==> src/rtl/i2c_ee_pkg.sv <==
package i2c_ee_pkg;

    localparam int BYTE_W = 8;
    localparam logic [3:0] DEV_CODE = 4'b1010;

    typedef enum logic [3:0] {
        ST_IDLE,
        ST_DEV,
        ST_DEV_ACK,
        ST_WADDR,
        ST_WADDR_ACK,
        ST_WDATA,
        ST_WDATA_ACK,
        ST_RDATA,
        ST_RACK,
        ST_HOLD
    } ee_state_e;

endpackage

==> src/rtl/i2c_ee_line_sync.sv <==
module i2c_ee_line_sync #(
    parameter int STAGES = 2
) (
    input  logic clk,
    input  logic rst_n,
    input  logic scl_i,
    input  logic sda_i,
    output logic scl_o,
    output logic sda_o,
    output logic scl_rise_o,
    output logic scl_fall_o,
    output logic start_o,
    output logic stop_o
);

    localparam int LAST = STAGES - 1;

    logic [STAGES-1:0] scl_pipe;
    logic [STAGES-1:0] sda_pipe;
    logic              scl_d;
    logic              sda_d;

    always_ff @(posedge clk or negedge rst_n) begin
        if (!rst_n) begin
            scl_pipe <= '1;
            sda_pipe <= '1;
            scl_d    <= 1'b1;
            sda_d    <= 1'b1;
        end else begin
            scl_pipe <= {scl_pipe[LAST-1:0], scl_i};
            sda_pipe <= {sda_pipe[LAST-1:0], sda_i};
            scl_d    <= scl_pipe[LAST];
            sda_d    <= sda_pipe[LAST];
        end
    end

    assign scl_o      = scl_pipe[LAST];
    assign sda_o      = sda_pipe[LAST];
    assign scl_rise_o = scl_o & ~scl_d;
    assign scl_fall_o = ~scl_o & scl_d;
    // data line moves while the clock line stays high on both samples
    assign start_o    = scl_o & scl_d & sda_d & ~sda_o;
    assign stop_o     = scl_o & scl_d & ~sda_d & sda_o;

endmodule

==> src/rtl/i2c_ee_store.sv <==
module i2c_ee_store #(
    parameter int ADDR_W = 8,
    parameter int DATA_W = 8
) (
    input  logic              clk,
    input  logic              rst_n,
    input  logic              wp_i,
    input  logic              wr_en_i,
    input  logic [ADDR_W-1:0] wr_addr_i,
    input  logic [DATA_W-1:0] wr_data_i,
    input  logic [ADDR_W-1:0] rd_addr_i,
    output logic [DATA_W-1:0] rd_data_o
);

    localparam int DEPTH = 1 << ADDR_W;

    logic [DATA_W-1:0] mem [DEPTH];

    always_ff @(posedge clk or negedge rst_n) begin
        if (!rst_n) begin
            for (int i = 0; i < DEPTH; i++) begin
                mem[i] <= '0;
            end
        end else if (wr_en_i && !wp_i) begin
            mem[wr_addr_i] <= wr_data_i;
        end
    end

    assign rd_data_o = mem[rd_addr_i];

    // an unprotected store lands in the addressed location
    p_store_lands_r4: assert property (@(posedge clk) disable iff (!rst_n)
        ($past(wr_en_i) && !$past(wp_i)) |-> (mem[$past(wr_addr_i)] == $past(wr_data_i)));

    // a protected store leaves the addressed location untouched
    p_protect_holds_r5: assert property (@(posedge clk) disable iff (!rst_n)
        ($past(wr_en_i) && $past(wp_i)) |-> (mem[$past(wr_addr_i)] == $past(mem[wr_addr_i])));

endmodule

==> src/rtl/i2c_eeprom_target.sv <==
module i2c_eeprom_target
    import i2c_ee_pkg::*;
#(
    parameter int ADDR_W      = 8,
    parameter int SYNC_STAGES = 2
) (
    input  logic       clk,
    input  logic       rst_n,
    input  logic       scl_i,
    input  logic       sda_i,
    input  logic [2:0] dev_strap_i,
    input  logic       wp_i,
    output logic       sda_pull_o
);

    localparam logic [ADDR_W-1:0] PTR_STEP = 1;
    localparam logic [3:0]        LAST_BIT = 4'd8;

    ee_state_e           state, state_nxt;
    logic                scl_s, sda_s, scl_rise, scl_fall, start_det, stop_det;
    logic [3:0]          bit_cnt;
    logic [BYTE_W-1:0]   rx_sh;
    logic [BYTE_W-1:0]   tx_sh;
    logic [ADDR_W-1:0]   ptr;
    logic                master_ack;
    logic                counting;
    logic                byte_end;
    logic                dev_hit;
    logic                wr_en;
    logic [BYTE_W-1:0]   rd_data;

    i2c_ee_line_sync #(
        .STAGES (SYNC_STAGES)
    ) u_sync (
        .clk        (clk),
        .rst_n      (rst_n),
        .scl_i      (scl_i),
        .sda_i      (sda_i),
        .scl_o      (scl_s),
        .sda_o      (sda_s),
        .scl_rise_o (scl_rise),
        .scl_fall_o (scl_fall),
        .start_o    (start_det),
        .stop_o     (stop_det)
    );

    i2c_ee_store #(
        .ADDR_W (ADDR_W),
        .DATA_W (BYTE_W)
    ) u_store (
        .clk       (clk),
        .rst_n     (rst_n),
        .wp_i      (wp_i),
        .wr_en_i   (wr_en),
        .wr_addr_i (ptr),
        .wr_data_i (rx_sh),
        .rd_addr_i (ptr),
        .rd_data_o (rd_data)
    );

    assign counting = (state == ST_DEV) || (state == ST_WADDR) ||
                      (state == ST_WDATA) || (state == ST_RDATA);
    assign byte_end = scl_fall && (bit_cnt == LAST_BIT);
    assign dev_hit  = (rx_sh[7:4] == DEV_CODE) && (rx_sh[3:1] == dev_strap_i);
    assign wr_en    = (state == ST_WDATA) && (state_nxt == ST_WDATA_ACK);

    // next-state decision
    always_comb begin
        state_nxt = state;
        if (stop_det) begin
            state_nxt = ST_IDLE;
        end else if (start_det) begin
            state_nxt = ST_DEV;
        end else begin
            unique case (state)
                ST_IDLE:      state_nxt = ST_IDLE;
                ST_DEV:       if (byte_end) state_nxt = dev_hit ? ST_DEV_ACK : ST_IDLE;
                ST_DEV_ACK:   if (scl_fall) state_nxt = rx_sh[0] ? ST_RDATA : ST_WADDR;
                ST_WADDR:     if (byte_end) state_nxt = ST_WADDR_ACK;
                ST_WADDR_ACK: if (scl_fall) state_nxt = ST_WDATA;
                ST_WDATA:     if (byte_end) state_nxt = ST_WDATA_ACK;
                ST_WDATA_ACK: if (scl_fall) state_nxt = ST_HOLD;
                ST_RDATA:     if (byte_end) state_nxt = ST_RACK;
                ST_RACK:      if (scl_fall) state_nxt = master_ack ? ST_RDATA : ST_HOLD;
                ST_HOLD:      state_nxt = ST_HOLD;
                default:      state_nxt = ST_IDLE;
            endcase
        end
    end

    // state register
    always_ff @(posedge clk or negedge rst_n) begin
        if (!rst_n) begin
            state <= ST_IDLE;
        end else begin
            state <= state_nxt;
        end
    end

    // bit counter, shifters and word pointer
    always_ff @(posedge clk or negedge rst_n) begin
        if (!rst_n) begin
            bit_cnt    <= '0;
            rx_sh      <= '0;
            tx_sh      <= '1;
            ptr        <= '0;
            master_ack <= 1'b0;
        end else begin
            if (start_det || (state_nxt != state)) begin
                bit_cnt <= '0;
            end else if (scl_rise && counting) begin
                bit_cnt <= bit_cnt + 4'd1;
            end

            if (scl_rise && counting && (state != ST_RDATA)) begin
                rx_sh <= {rx_sh[BYTE_W-2:0], sda_s};
            end

            if (scl_rise && (state == ST_RACK)) begin
                master_ack <= ~sda_s;
            end

            if ((state_nxt == ST_RDATA) && (state != ST_RDATA)) begin
                tx_sh <= rd_data;
                ptr   <= ptr + PTR_STEP;
            end else if ((state == ST_RDATA) && scl_fall && (state_nxt == ST_RDATA)) begin
                tx_sh <= {tx_sh[BYTE_W-2:0], 1'b1};
            end

            if ((state == ST_WADDR) && (state_nxt == ST_WADDR_ACK)) begin
                ptr <= rx_sh[ADDR_W-1:0];
            end else if (wr_en) begin
                ptr <= ptr + PTR_STEP;
            end
        end
    end

    // line output: pull low for acknowledges and for zero data bits
    always_comb begin
        sda_pull_o = 1'b0;
        unique case (state)
            ST_DEV_ACK, ST_WADDR_ACK, ST_WDATA_ACK: sda_pull_o = 1'b1;
            ST_RDATA:                               sda_pull_o = ~tx_sh[BYTE_W-1];
            default:                                sda_pull_o = 1'b0;
        endcase
    end

    // the line is free right after a STOP
    p_free_after_stop_r1: assert property (@(posedge clk) disable iff (!rst_n)
        $past(stop_det) |-> !sda_pull_o);

    // an acknowledge of the device byte only follows a matching byte
    p_ack_needs_match_r2: assert property (@(posedge clk) disable iff (!rst_n)
        (state == ST_DEV_ACK) |-> ((rx_sh[7:4] == DEV_CODE) && (rx_sh[3:1] == dev_strap_i)));

    // no field runs past eight bits
    p_bit_bound_r2: assert property (@(posedge clk) disable iff (!rst_n)
        bit_cnt <= LAST_BIT);

    // the pull stays put during a high clock phase outside START/STOP
    p_pull_low_phase_r10: assert property (@(posedge clk) disable iff (!rst_n)
        (scl_s && $past(scl_s) && !$past(start_det) && !$past(stop_det)) |-> $stable(sda_pull_o));

endmodule

==> config.mk <==
export PLATFORM = sky130hd
export DESIGN_NAME = i2c_eeprom_target
export DESIGN_NICKNAME = d
export VERILOG_FILES = /design/src/rtl/i2c_ee_pkg.sv /design/src/rtl/i2c_ee_line_sync.sv /design/src/rtl/i2c_ee_store.sv /design/src/rtl/i2c_eeprom_target.sv
export SDC_FILE = /design/constraint.sdc
export NUM_CORES = 2
export LEC_CHECK = 0
export CORE_ASPECT_RATIO = 1.4
export CORE_MARGIN = 4
export CORE_UTILIZATION = 55
export DETAILED_ROUTE_END_ITERATION = 6
export DONT_BUFFER_PORTS = 1
export GPL_TIMING_DRIVEN = 0
export PLACE_DENSITY = 0.82
export SETUP_SLACK_MARGIN = 0.3
export SYNTH_ARGS = -nofsm -noshare
export SYNTH_HDL_FRONTEND = slang
export SYNTH_SLANG_ARGS = --single-unit
export TNS_END_PERCENT = 1
==> constraint.sdc <==
create_clock -name clk -period 4.1 [get_ports clk]
set_input_delay 0.82 -clock clk [delete_from_list [all_inputs] [get_ports clk]]
set_output_delay 0.82 -clock clk [all_outputs]
set_load 0.005 [all_outputs]
==> run summary <==
Async S/R FF share, synth: 100%
Final Setup Violations: 27
main combinational cell family by area after synthesis: multiplexers
register area: 0.0522 mm²
final setup margin: -0.171 ns
RD Place Congestion: 1.03
Clock Latency Late Sink: 0.88 ns
leading register cell type out of synthesis: dfrtp_1
cells after synthesis: 5880
layout filler cell count: 12000
vias in the first global route: 63000
multiplexer area fraction after synthesis: 39.4%
dpl cell area: 0.100 mm²
clk slew on worst S/H paths: 0.07 ns
worst-margin pin slew: 1.45 ns
P&R area growth vs syn: 12.9%
area of the multi-input gates: 0.0434 mm²
Horiz. Die Dim: 363 µm
Arr. time, crit path: 5.07 ns
Post-synth EDFFs: 0
Initial Util: 55.5%
reg2reg path depth: 13
Worst Path Class, Setup: reg -> reg
grt total ovfl: 0
Placeable Area: 0.174 mm²
type of the most critical hold path: in -> async
RSZ-0062 raised after global routing: yes
std cell rows: 181
crit-path max FO: 11
I/O pin cnt: 9
Detail Route Antenna Nets: 0
post-layout util: 62.7%
DP Wirelength: 239000 µm
power per cell area: 554 mW/mm²
CP Launch Type: flip-flop
first-pass GRT wire length: 498000 µm
total power draw: 0.0606 W
Distinct cells, synth: 70
Synth Area in Simple Gates: 2.90%
hold slack final: 0.00314 ns
H-tree depth: 4
fin crit period: 4.27 ns
Compound-Gate Fraction of Synth Area: 1.38%
Design Area, Final: 0.109 mm²
input/output buffers: 0
post-synthesis adder-cell area fraction: 0.0776%
post-synthesis cell area: 0.0968 mm²
drt pass-1 iters: 7
crit end category: flip-flop
net count reported at finish: 6141
Yosys top cell area share: 53.6%
Seq/Total Area, Yosys: 54.0%
die height: 504 µm
Final Hold Viols: 0
total track usage: 39.6%
CTS tree: done
failing checks: DRC, setup timing
max-cap violations: 0
vias per inst: 7.21
Avg Cell Area, Syn: 16.5 µm²
fraction of layout cells with a size suffix above 1: 54.0%
pin count of the biggest net entering global routing: 269
Slew HR: 3.50%
clk sink count: 2087
Synth area leader: dfrtp_1
most frequent cell after synthesis: dfrtp_1
die footprint: 0.183 mm²
via count: 62000
Mapped Nets: 5894
count of pins over their slew limit: 0
DRC errors left: 1
Area contributors post-synth: dfrtp_1 (54%), mux2_2 (19%), mux4_2 (14%)
Post-synth top cells: dfrtp_1 (2073), mux2_2 (1659), mux4_2 (608)
Peak VDD IR: 0.000524 V
Required @ worst endpoint: 4.90 ns
Leakage: 53.1 nW
WL per Instance: 42.0 µm
Root Buffer: clkbuf_16
Post-Synth XOR/XNOR Area: 0.154%
clock skew: 0.0477 ns
DP Worst Slack: -2.46 ns
Tcrit/Tclk final: 104%
Total Wirelength: 361000 µm
CTS Buf Count: 189
initial drt markers: 8191
antenna violations before repair: 30
Fmax achieved: 234 MHz
Yosys reg bits: 2087
clock buffer depth: 3
synth warn: 0
status: complete, but fails checks
-- timing repair --
action | CTS | global route
buffers inserted | 20 | 6
cloned | 1 | 0
pin swaps | 16 | 6
hold endpoints to repair | 85 | 192
hold buffers | 4 | 2
gates resized for setup | 465 | 140
setup endpoints to repair | 2267 | 1997
-- through the flow --
stage,TNS (ns),cells
floorplan,0,5880
CTS,0,8554
global route,-0.00135,8566
detailed placement,-2906.77,8188
finish,-0.981,8596
global placement,-2928.88,8167
-- state kept, by name (all words and copies together), names as in the netlist --
signal / count
ptr: 8
tx_sh: 8
u_sync.sda_d: 1
u_sync.sda_pipe: 2
u_store.mem: 2048
u_sync.scl_pipe: 2
u_sync.scl_d: 1
rx_sh: 8
bit_cnt: 4
master_ack: 1
state: 4
-- logic make-up (layout without fill, tap and decap cells) --
group,after synthesis,in the layout
multiplexers,2684,2684
adder cells (fa/ha/maj),6,6
buffers and inverters,474,871
flip-flops,2087,2087
AND/OR/NAND/NOR,414,414
other,0,32
AO/OA/AOI/OAI,198,198
XOR/XNOR,17,17
-- layer usage --
layer / share of wire (%) / GRT usage (%)
met1: 32 / 44.9
met2: 43 / 56.4
met3: 12 / 16.0
met4: 13 / 38.0
met5: 0.026 / 0.0795
-- placed cells by master (no fill, tap or decap), types with 18 or more instances in the layout --
cell	Yosys	layout
buf_4	32	50
clkbuf_2	0	25
nand2_4	0	42
a21oi_1	59	59
mux4_2	608	608
buf_12	0	31
clkinv_2	0	18
nand2_2	34	71
mux2_2	1659	1659
buf_16	0	21
diode_2	0	32
nand2_1	151	72
clkbuf_16	0	193
mux2_4	286	286
clkbuf_4	0	20
mux2_1	115	115
nor2_1	32	29
nor2_4	0	55
buf_8	4	33
buf_2	76	21
clkbuf_8	0	67
a22oi_1	90	88
clkbuf_1	314	289
buf_6	3	51
nand2_8	40	40
dfrtp_1	2073	2072
-- critical path, cell delays in order, from the launching register on --
cell and delay (ns):
dfrtp_1 0.46, buf_6 0.29, buf_6 0.29, buf_6 0.37, buf_8 0.35, clkbuf_8 0.39, mux4_2 0.37, a22oi_1 0.32
a21oi_1 0.21, nor4_1 0.41, buf_2 0.32, o22ai_1 0.12, nor2_1 0.13, mux2i_1 0.08
-- power breakdown --
group	internal (W)	total, W	switching (W)
sequential	0.0207	0.0208	0.0000856
combinational	0.00481	0.0210	0.0162
clock	0.0105	0.0188	0.00828
-- final timing paths --
check	start	to	slack, ns
min in group clk	u_sync.sda_pipe[0]$_DFF_PN1_	u_sync.sda_pipe[1]$_DFF_PN1_	0.36
worst max-delay path	ptr[1]$_DFFE_PN0P_	tx_sh[5]$_DFFE_PN1P_	-0.17
worst min-delay path	rst_n	u_store.mem[1395]$_DFFE_PN0P_	0.003
worst min register to register	u_sync.sda_pipe[0]$_DFF_PN1_	u_sync.sda_pipe[1]$_DFF_PN1_	0.36
max in group asynchronous	rst_n	u_store.mem[1636]$_DFFE_PN0P_	1.52
worst max register to register	ptr[1]$_DFFE_PN0P_	tx_sh[5]$_DFFE_PN1P_	-0.17
-- area by class of cell --
class | instances | share of cell area [%]
Sequential cell | 2087 | 47.8
Multi-Input combinational cell | 3319 | 39.7
Tap cell | 2287 | 2.62
Buffer | 461 | 2.94
Timing Repair Buffer | 56 | 0.893
Clock inverter | 49 | 0.639
Antenna cell | 32 | 0.0733
Inverter | 13 | 0.0469
Clock buffer | 292 | 5.27
(Power assumes the default switching activity.)
